**src/rtl/pmcd_pkg.sv**
```systemverilog
package pmcd_pkg;
  localparam int unsigned DEF_PORT_W      = 8;
  localparam int unsigned DEF_MON_LO      = 4;
  localparam int unsigned DEF_SYNC_STAGES = 2;
  localparam int unsigned CMP_MAX_W       = 32;

  // Any bit of the live slice differs from the held slice
  function automatic logic slice_differs(input logic [CMP_MAX_W-1:0] live,
                                         input logic [CMP_MAX_W-1:0] held);
    return |(live ^ held);
  endfunction

  // Edges after reset during which the held copy follows the synchronizer
  function automatic int unsigned seed_edges(input int unsigned stages);
    return stages + 1;
  endfunction
endpackage

```
**src/rtl/pmcd_sync.sv**
```systemverilog
module pmcd_sync #(
  parameter int unsigned W      = 8,
  parameter int unsigned STAGES = 2
) (
  input  logic         clk_i,
  input  logic         rst_ni,
  input  logic [W-1:0] d_i,
  output logic [W-1:0] q_o
);
  logic [W-1:0] stage_q [STAGES];

  for (genvar s = 0; s < STAGES; s++) begin : g_stage
    if (s == 0) begin : g_first
      always_ff @(posedge clk_i or negedge rst_ni) begin
        if (!rst_ni) stage_q[s] <= '0;
        else         stage_q[s] <= d_i;
      end
    end else begin : g_next
      always_ff @(posedge clk_i or negedge rst_ni) begin
        if (!rst_ni) stage_q[s] <= '0;
        else         stage_q[s] <= stage_q[s-1];
      end
    end
  end

  assign q_o = stage_q[STAGES-1];
endmodule

```
**src/rtl/pmcd_snapshot.sv**
```systemverilog
module pmcd_snapshot #(
  parameter int unsigned PORT_W   = 8,
  parameter int unsigned MON_LO   = 4,
  parameter int unsigned SEED_LEN = 3,
  localparam int unsigned MON_W   = PORT_W - MON_LO,
  localparam int unsigned CNT_W   = $clog2(SEED_LEN + 1)
) (
  input  logic              clk_i,
  input  logic              rst_ni,
  input  logic [PORT_W-1:0] sync_i,
  input  logic              rd_i,
  output logic [MON_W-1:0]  held_o,
  output logic [PORT_W-1:0] rd_data_o,
  output logic              seed_o
);
  logic [CNT_W-1:0]  seed_cnt_q;
  logic [MON_W-1:0]  held_q;
  logic [PORT_W-1:0] rd_data_q;

  assign seed_o = (seed_cnt_q != CNT_W'(SEED_LEN));

  always_ff @(posedge clk_i or negedge rst_ni) begin
    if (!rst_ni)     seed_cnt_q <= '0;
    else if (seed_o) seed_cnt_q <= seed_cnt_q + 1'b1;
  end

  // Held copy follows the synchronizer while seeding, then only on reads
  always_ff @(posedge clk_i or negedge rst_ni) begin
    if (!rst_ni)             held_q <= '0;
    else if (seed_o || rd_i) held_q <= sync_i[PORT_W-1:MON_LO];
  end

  always_ff @(posedge clk_i or negedge rst_ni) begin
    if (!rst_ni)   rd_data_q <= '0;
    else if (rd_i) rd_data_q <= sync_i;
  end

  assign held_o    = held_q;
  assign rd_data_o = rd_data_q;
endmodule

```
**src/rtl/pmcd_flag.sv**
```systemverilog
module pmcd_flag #(
  parameter int unsigned MON_W = 4
) (
  input  logic             clk_i,
  input  logic             rst_ni,
  input  logic [MON_W-1:0] live_i,
  input  logic [MON_W-1:0] held_i,
  input  logic             seed_i,
  input  logic             clr_i,
  output logic             mismatch_o,
  output logic             flag_o
);
  import pmcd_pkg::*;

  logic flag_q;

  assign mismatch_o = !seed_i &&
                      slice_differs(CMP_MAX_W'(live_i), CMP_MAX_W'(held_i));

  // A standing mismatch wins over a clear in the same cycle
  always_ff @(posedge clk_i or negedge rst_ni) begin
    if (!rst_ni)         flag_q <= 1'b0;
    else if (mismatch_o) flag_q <= 1'b1;
    else if (clr_i)      flag_q <= 1'b0;
  end

  assign flag_o = flag_q;
endmodule

```
**src/rtl/pmcd_top.sv**
```systemverilog
module pmcd_top #(
  parameter int unsigned PORT_W      = pmcd_pkg::DEF_PORT_W,
  parameter int unsigned MON_LO      = pmcd_pkg::DEF_MON_LO,
  parameter int unsigned SYNC_STAGES = pmcd_pkg::DEF_SYNC_STAGES
) (
  input  logic              clk_i,
  input  logic              rst_ni,
  input  logic [PORT_W-1:0] pins_i,
  input  logic              rd_stb_i,
  output logic [PORT_W-1:0] rd_data_o,
  input  logic              clr_i,
  input  logic              en_i,
  output logic              flag_o,
  output logic              irq_o
);
  localparam int unsigned MON_W    = PORT_W - MON_LO;
  localparam int unsigned SEED_LEN = pmcd_pkg::seed_edges(SYNC_STAGES);

  // Named internal events, visible to the bound checker
  logic [PORT_W-1:0] sync_q;
  logic [MON_W-1:0]  held_q;
  logic              seed_active;
  logic              mismatch;
  logic              flag_q;

  pmcd_sync #(.W(PORT_W), .STAGES(SYNC_STAGES)) u_sync (
    .clk_i (clk_i),
    .rst_ni(rst_ni),
    .d_i   (pins_i),
    .q_o   (sync_q)
  );

  pmcd_snapshot #(.PORT_W(PORT_W), .MON_LO(MON_LO), .SEED_LEN(SEED_LEN)) u_snap (
    .clk_i    (clk_i),
    .rst_ni   (rst_ni),
    .sync_i   (sync_q),
    .rd_i     (rd_stb_i),
    .held_o   (held_q),
    .rd_data_o(rd_data_o),
    .seed_o   (seed_active)
  );

  pmcd_flag #(.MON_W(MON_W)) u_flag (
    .clk_i     (clk_i),
    .rst_ni    (rst_ni),
    .live_i    (sync_q[PORT_W-1:MON_LO]),
    .held_i    (held_q),
    .seed_i    (seed_active),
    .clr_i     (clr_i),
    .mismatch_o(mismatch),
    .flag_o    (flag_q)
  );

  assign flag_o = flag_q;
  assign irq_o  = flag_q & en_i;
endmodule

```
**config.mk**
```make
export PLATFORM = sky130hd
export DESIGN_NAME = pmcd_top
export DESIGN_NICKNAME = d
export VERILOG_FILES = /design/src/rtl/pmcd_pkg.sv /design/src/rtl/pmcd_sync.sv /design/src/rtl/pmcd_snapshot.sv /design/src/rtl/pmcd_flag.sv /design/src/rtl/pmcd_top.sv
export SDC_FILE = /design/constraint.sdc
export NUM_CORES = 1
export LEC_CHECK = 0
export ABC_AREA = 1
export ABC_CLOCK_PERIOD_IN_PS = 1300
export BUFFER_PORTS_ARGS = -buffer_cell sky130_fd_sc_hd__buf_4
export CAP_MARGIN = 20
export CORE_ASPECT_RATIO = 0.9
export CORE_UTILIZATION = 35
export DETAILED_ROUTE_END_ITERATION = 8
export HOLD_SLACK_MARGIN = 0.06
export PLACE_DENSITY = 0.66
export SLEW_MARGIN = 20
export SYNTH_ARGS = -nofsm -noshare
export SYNTH_HDL_FRONTEND = slang
export SYNTH_HIERARCHICAL = 1
export SYNTH_SLANG_ARGS = --single-unit
```
**constraint.sdc**
```tcl
create_clock -name clk_i -period 1.3 [get_ports clk_i]
set_input_delay 0.13 -clock clk_i [delete_from_list [all_inputs] [get_ports clk_i]]
set_output_delay 0.13 -clock clk_i [all_outputs]
set_load 0.02 [all_outputs]
```
# ---- Word level (Yosys, flattened, before mapping)
# Cells that the tools add are included.
# Widths: inputs -> output; s select.
dict set report op_classes {
  n_bitwise 2
  n_eq_ne 1
  mux 2
  reduce_logical 5
  addsub 1
}
# cell n
set op_table {}
lappend op_table {{$reduce_or 32->1} 1}
lappend op_table {{$xor 4x4->4} 1}
lappend op_table {{$add 2x1->2 const B} 1}
lappend op_table {{$mux 1} 2}
lappend op_table {{$ne 2x2->1 const B} 1}
lappend op_table {{$reduce_bool 2->1} 1}
lappend op_table {{$and 1x1->1} 1}
lappend op_table {{$logic_and 1x1->1} 1}
lappend op_table {{$logic_not 1->1} 1}
lappend op_table {{$logic_or 1x1->1} 1}
dict set report word_totals {
  register_bits 31
  wordCells 17
  out_inout_bits 10
}

# ---- Logic depth before layout (Yosys ltp)
dict set report depth {
  depth_word 4
  ltp_mapped 8
}

# ---- Modules after synthesis
# The synthesis kept the hierarchy.
# mod area_each_um2 n_inst cells_per_inst seq_area_each_um2
set by_module_without_submodules {}
lappend by_module_without_submodules {pmcd_snapshot 588.1 1 61 350.3}
lappend by_module_without_submodules {pmcd_sync 460.4 1 24 400.4}
lappend by_module_without_submodules {pmcd_flag 130.1 1 29 25.0}
lappend by_module_without_submodules {pmcd_top 7.5 1 2 0.0}

# ---- Worst setup path before layout
# Ideal clock, no wire load.
dict set report synth_timing {
  path_type {register to register}
  start {reg u_snap.seed_cnt_q[0]}
  end {reg u_flag.flag_q, in the netlist u_flag/flag_o}
  setup_ps 118
  arrival_ps 910
  path_slack_ps 272
  required_time_ps 1182
  stages_incl_launch_ff 7
  synth_period_minus_slack_ps 1028
  path_cell_list {dfrtp_1 ha_1 buf_4 inv_1 inv_1 nand2_1 nand2_1}
}
dict set report synth_between {
  elab_chain_cells 4
}
# element line
set synth_rtl {}
lappend synth_rtl {{start: declaration} pmcd_snapshot.sv:16} ;# logic [CNT_W-1:0] seed_cnt_q;
lappend synth_rtl {{start signal: assignment} pmcd_snapshot.sv:24} ;# else if (seed_o) seed_cnt_q <= seed_cnt_q + 1'b1;
lappend synth_rtl {{$ne 2x2->1 *} pmcd_snapshot.sv:20} ;# assign seed_o = (seed_cnt_q != CNT_W'(SEED_LEN));
lappend synth_rtl {{via seed_active} pmcd_top.sv:22} ;# logic seed_active;
lappend synth_rtl {{$logic_not 1->1 *} pmcd_flag.sv:17} ;# assign mismatch_o = !seed_i &&
lappend synth_rtl {{$logic_and 1x1->1 *} pmcd_flag.sv:17}
lappend synth_rtl {{$mux 1 / $reduce_bool 2->1 (equally long branches)} -}
lappend synth_rtl {{end signal: assignment} pmcd_flag.sv:22} ;# if (!rst_ni) flag_q <= 1'b0;
lappend synth_rtl {{end signal: assignment} pmcd_flag.sv:23} ;# else if (mismatch_o) flag_q <= 1'b1;
lappend synth_rtl {{end signal: assignment} pmcd_flag.sv:24} ;# else if (clr_i) flag_q <= 1'b0;
lappend synth_rtl {{end: declaration} pmcd_flag.sv:15} ;# logic flag_q;
# Mark *: on every way through the listed nets, which the timed path passes. The rest lies on a longest branch.
# A chain may end at the register's enable or synchronous reset.

# ---- Final worst setup path
dict set report layout_timing {
  start {reg u_snap.seed_cnt_q[0]}
  end {reg u_snap.held_q[2], in the netlist u_snap/held_o[2]}
}
dict set report layout_between {
  elab_chain_cells 2
}
# element line
set layout_rtl {}
lappend layout_rtl {{$ne 2x2->1} pmcd_snapshot.sv:20}
lappend layout_rtl {{$logic_or 1x1->1} pmcd_snapshot.sv:30} ;# else if (seed_o || rd_i) held_q <= sync_i[PORT_W-1:MON_LO];
lappend layout_rtl {{end signal: assignment} pmcd_snapshot.sv:30}
lappend layout_rtl {{end: declaration} pmcd_snapshot.sv:17} ;# logic [MON_W-1:0] held_q;
# Every way passes these cells.

==> impl_metrics.csv <==
group,metric,value,unit
clock_network,tritoncts,"done",
placed_design,gp_congestion,0.746,
drt,wl_per_cell,9.04,um
worst_setup_path,end_kind,"flop",
placed_design,hpwlAfterDp,1.12,mm
clock_network,insertion_delay,270,ps
worst_setup_path,rr_worst_depth,4,
sta,rsz0062_at_grt,"no",
placed_design,io_buffers,22,
layout,antennaDiodeCount,0,
sta,final-max-slew-violation-count,0,
status,status,"completed",
job,maxCapViolations,0,
drt,drtIter0Drc,21,
min_path,holdPathStages,4,
clock_network,htreeDepth,2,
pwr,cellLeakagePower,0.798,nW
placed_design,placed_area,0.00130,mm^2
worst_setup_path,startpoint_type,"flop",
sta,min_period_over_period,86.4,%
floorplan,num_rows,19,
layout,area_delta_synth_final,26.3,%
worst_setup_path,cp_max_fo,8,
pwr,peakVddDrop,631,uV
worst_setup_path,max_stage_delay,360,ps
synth,synth.avg_cell_area,10.3,um^2
pwr,power_density,1430,mW/mm^2
clock_network,root_buffer,"clkbuf_8",
synth,synth_cells,115,
clock_network,clockBufferDepth,2,
grt,grt_antenna_before_repair,0,
floorplan,die_area,0.00361,mm^2
sta,setup_tns,0,ps
layout,final_layout_size_suffix_gt1_share,21.8,%
grt,grt_pass1_wl,2.86,mm
floorplan,die_h,57.1,um
sta,slew_headroom,75.6,%
worst_setup_path,crit_arrival,1290,ps
drt,vias,732,
floorplan,coreArea,0.00314,mm^2
drt,dr.pass1.iters,4,
sta,worst_pin_slew,366,ps
clock_network,cts_resized,0,
clock_network,cts_made_buffers,5,
grt,grt.total_usage,11.5,%
drt,vias_per_cell,3.98,
synth,synthesis.area,0.00118,mm^2
synth,yosys_warnings,6,
grt,grt_start_max_net_pins,32,
drt,finalWirelength,1.66,mm
clock_network,clock-sinks,31,
worst_setup_path,crit_type,"reg -> reg",
min_path,hold_class,"in -> reg",
floorplan,initial_utilization,37.7,%
layout,nNetsFinal,156,
worst_setup_path,cp_slowest_cell,"dfrtp_1",
clock_network,clk_pin_slew,60,ps
synth,synth_nets,129,
floorplan,ios,23,
drt,drtAntennaViolNets,0,
layout,design_area,0.00149,mm^2
worst_setup_path,crit_chain,"ha_1 -> nand2_1 -> nand2_1 -> nand2_1",
pwr,p_total,2.14,mW
grt,grt_pass1_vias,656,
floorplan,die_width,63.3,um
sta,max_freq,0.890,GHz
drt,route.detailed.drc,0,
worst_setup_path,cpMostUsedCell,"nand2_1",
grt,overflow,0,
sta,hold_violations,0,
sta,clock_skew,4.79,ps
worst_setup_path,required,1460,ps
sta,finalSetupViolations,0,
sta,fin_crit,1120,ps
placed_design,placedCellCount,168,
layout,fin_cells,184,
[repair_timing]
item | in CTS | in global routing
endpoints found under the setup margin | 0 | 0
buffers inserted | 0 | 0
hold buffers | 9 | 0
endpoints found under the hold margin | 39 | 0
[per-stage QoR]
| stage | util (%) | worst slack, ps | hold WS (ps) |
|---|---|---|---|
| floorplan | - | 294 | -166 |
| global placement | 41.5 | 242 | 74.3 |
| detailed placement | 41.5 | 164 | 80.9 |
| CTS | 47.6 | 161 | 80.9 |
| global route | 47.6 | 38.6 | 122 |
| finish | 47.6 | 177 | 88.0 |
[sequential cells by signal, indices dropped and copies added (netlist names)]
signal,count
u_snap/seed_cnt_q,2
u_sync/stage_q,8
u_snap/held_o,4
u_flag/flag_o,1
u_sync/q_o,8
u_snap/rd_data_o,8
[cell type report]
| class | instances | area [um^2] |
|---|---|---|
| tap | 42 | 52.6 |
| clock buffer | 6 | 72.6 |
| inverter | 12 | 50.0 |
| sequential | 31 | 776 |
| clock inverter | 1 | 30.0 |
| fill | 297 | 1640 |
| multi-input combinational | 61 | 258 |
| timing repair buffer | 31 | 255 |
[routing by layer]
metal	global-route usage (%)	routed length [um]	up-vias
met2	16.1	790	16
met1	12.4	744	332
met4	10.7	40	0
li1	-	-	382
met5	0	0	-
met3	6.00	88	2
[worst max-delay path, delay by kind of cell (launching register included)]
| kind | cells | cell delay, ps |
|---|---|---|
| adder cells (fa/ha/maj) | 1 | 350 |
| AND/OR/NAND/NOR | 3 | 300 |
| flip-flops | 1 | 360 |
[where the power goes]
part / switching [mW] / total (mW) / leakage (nW) / internal (mW)
Clock: 0.312 / 0.873 / 0.0513 / 0.560
Sequential: 0.0334 / 1.06 / 0.359 / 1.03
Combinational: 0.111 / 0.212 / 0.388 / 0.101
Total: 0.457 / 2.14 / 0.798 / 1.69
[worst paths after layout]
| path | start | to | slack [ps] |
|---|---|---|---|
| setup / recovery | u_snap/seed_cnt_q[0] | u_snap/held_o[2] | 180 |
| hold / removal | clr_i | u_flag/flag_o | 90 |
| setup reg to reg | u_snap/seed_cnt_q[0] | u_snap/held_o[2] | 180 |
| hold reg to reg | u_sync/stage_q[10] | u_sync/q_o[2] | 350 |
| max in group asynchronous | rst_ni | u_sync/stage_q[12] | 710 |
| min in group asynchronous | rst_ni | u_snap/rd_data_o[3] | 320 |
[cells in the final DEF (no fill, tap or decap), types with 2 or more instances in the layout]
master         instances
inv_1                 11
nand3_2                2
buf_4                 22
nand3_1                2
nand2_1               51
nor2_1                 4
dlygate4sd3_1          9
dfrtp_1               31
clkbuf_8               5
(Power assumes the default switching activity.)
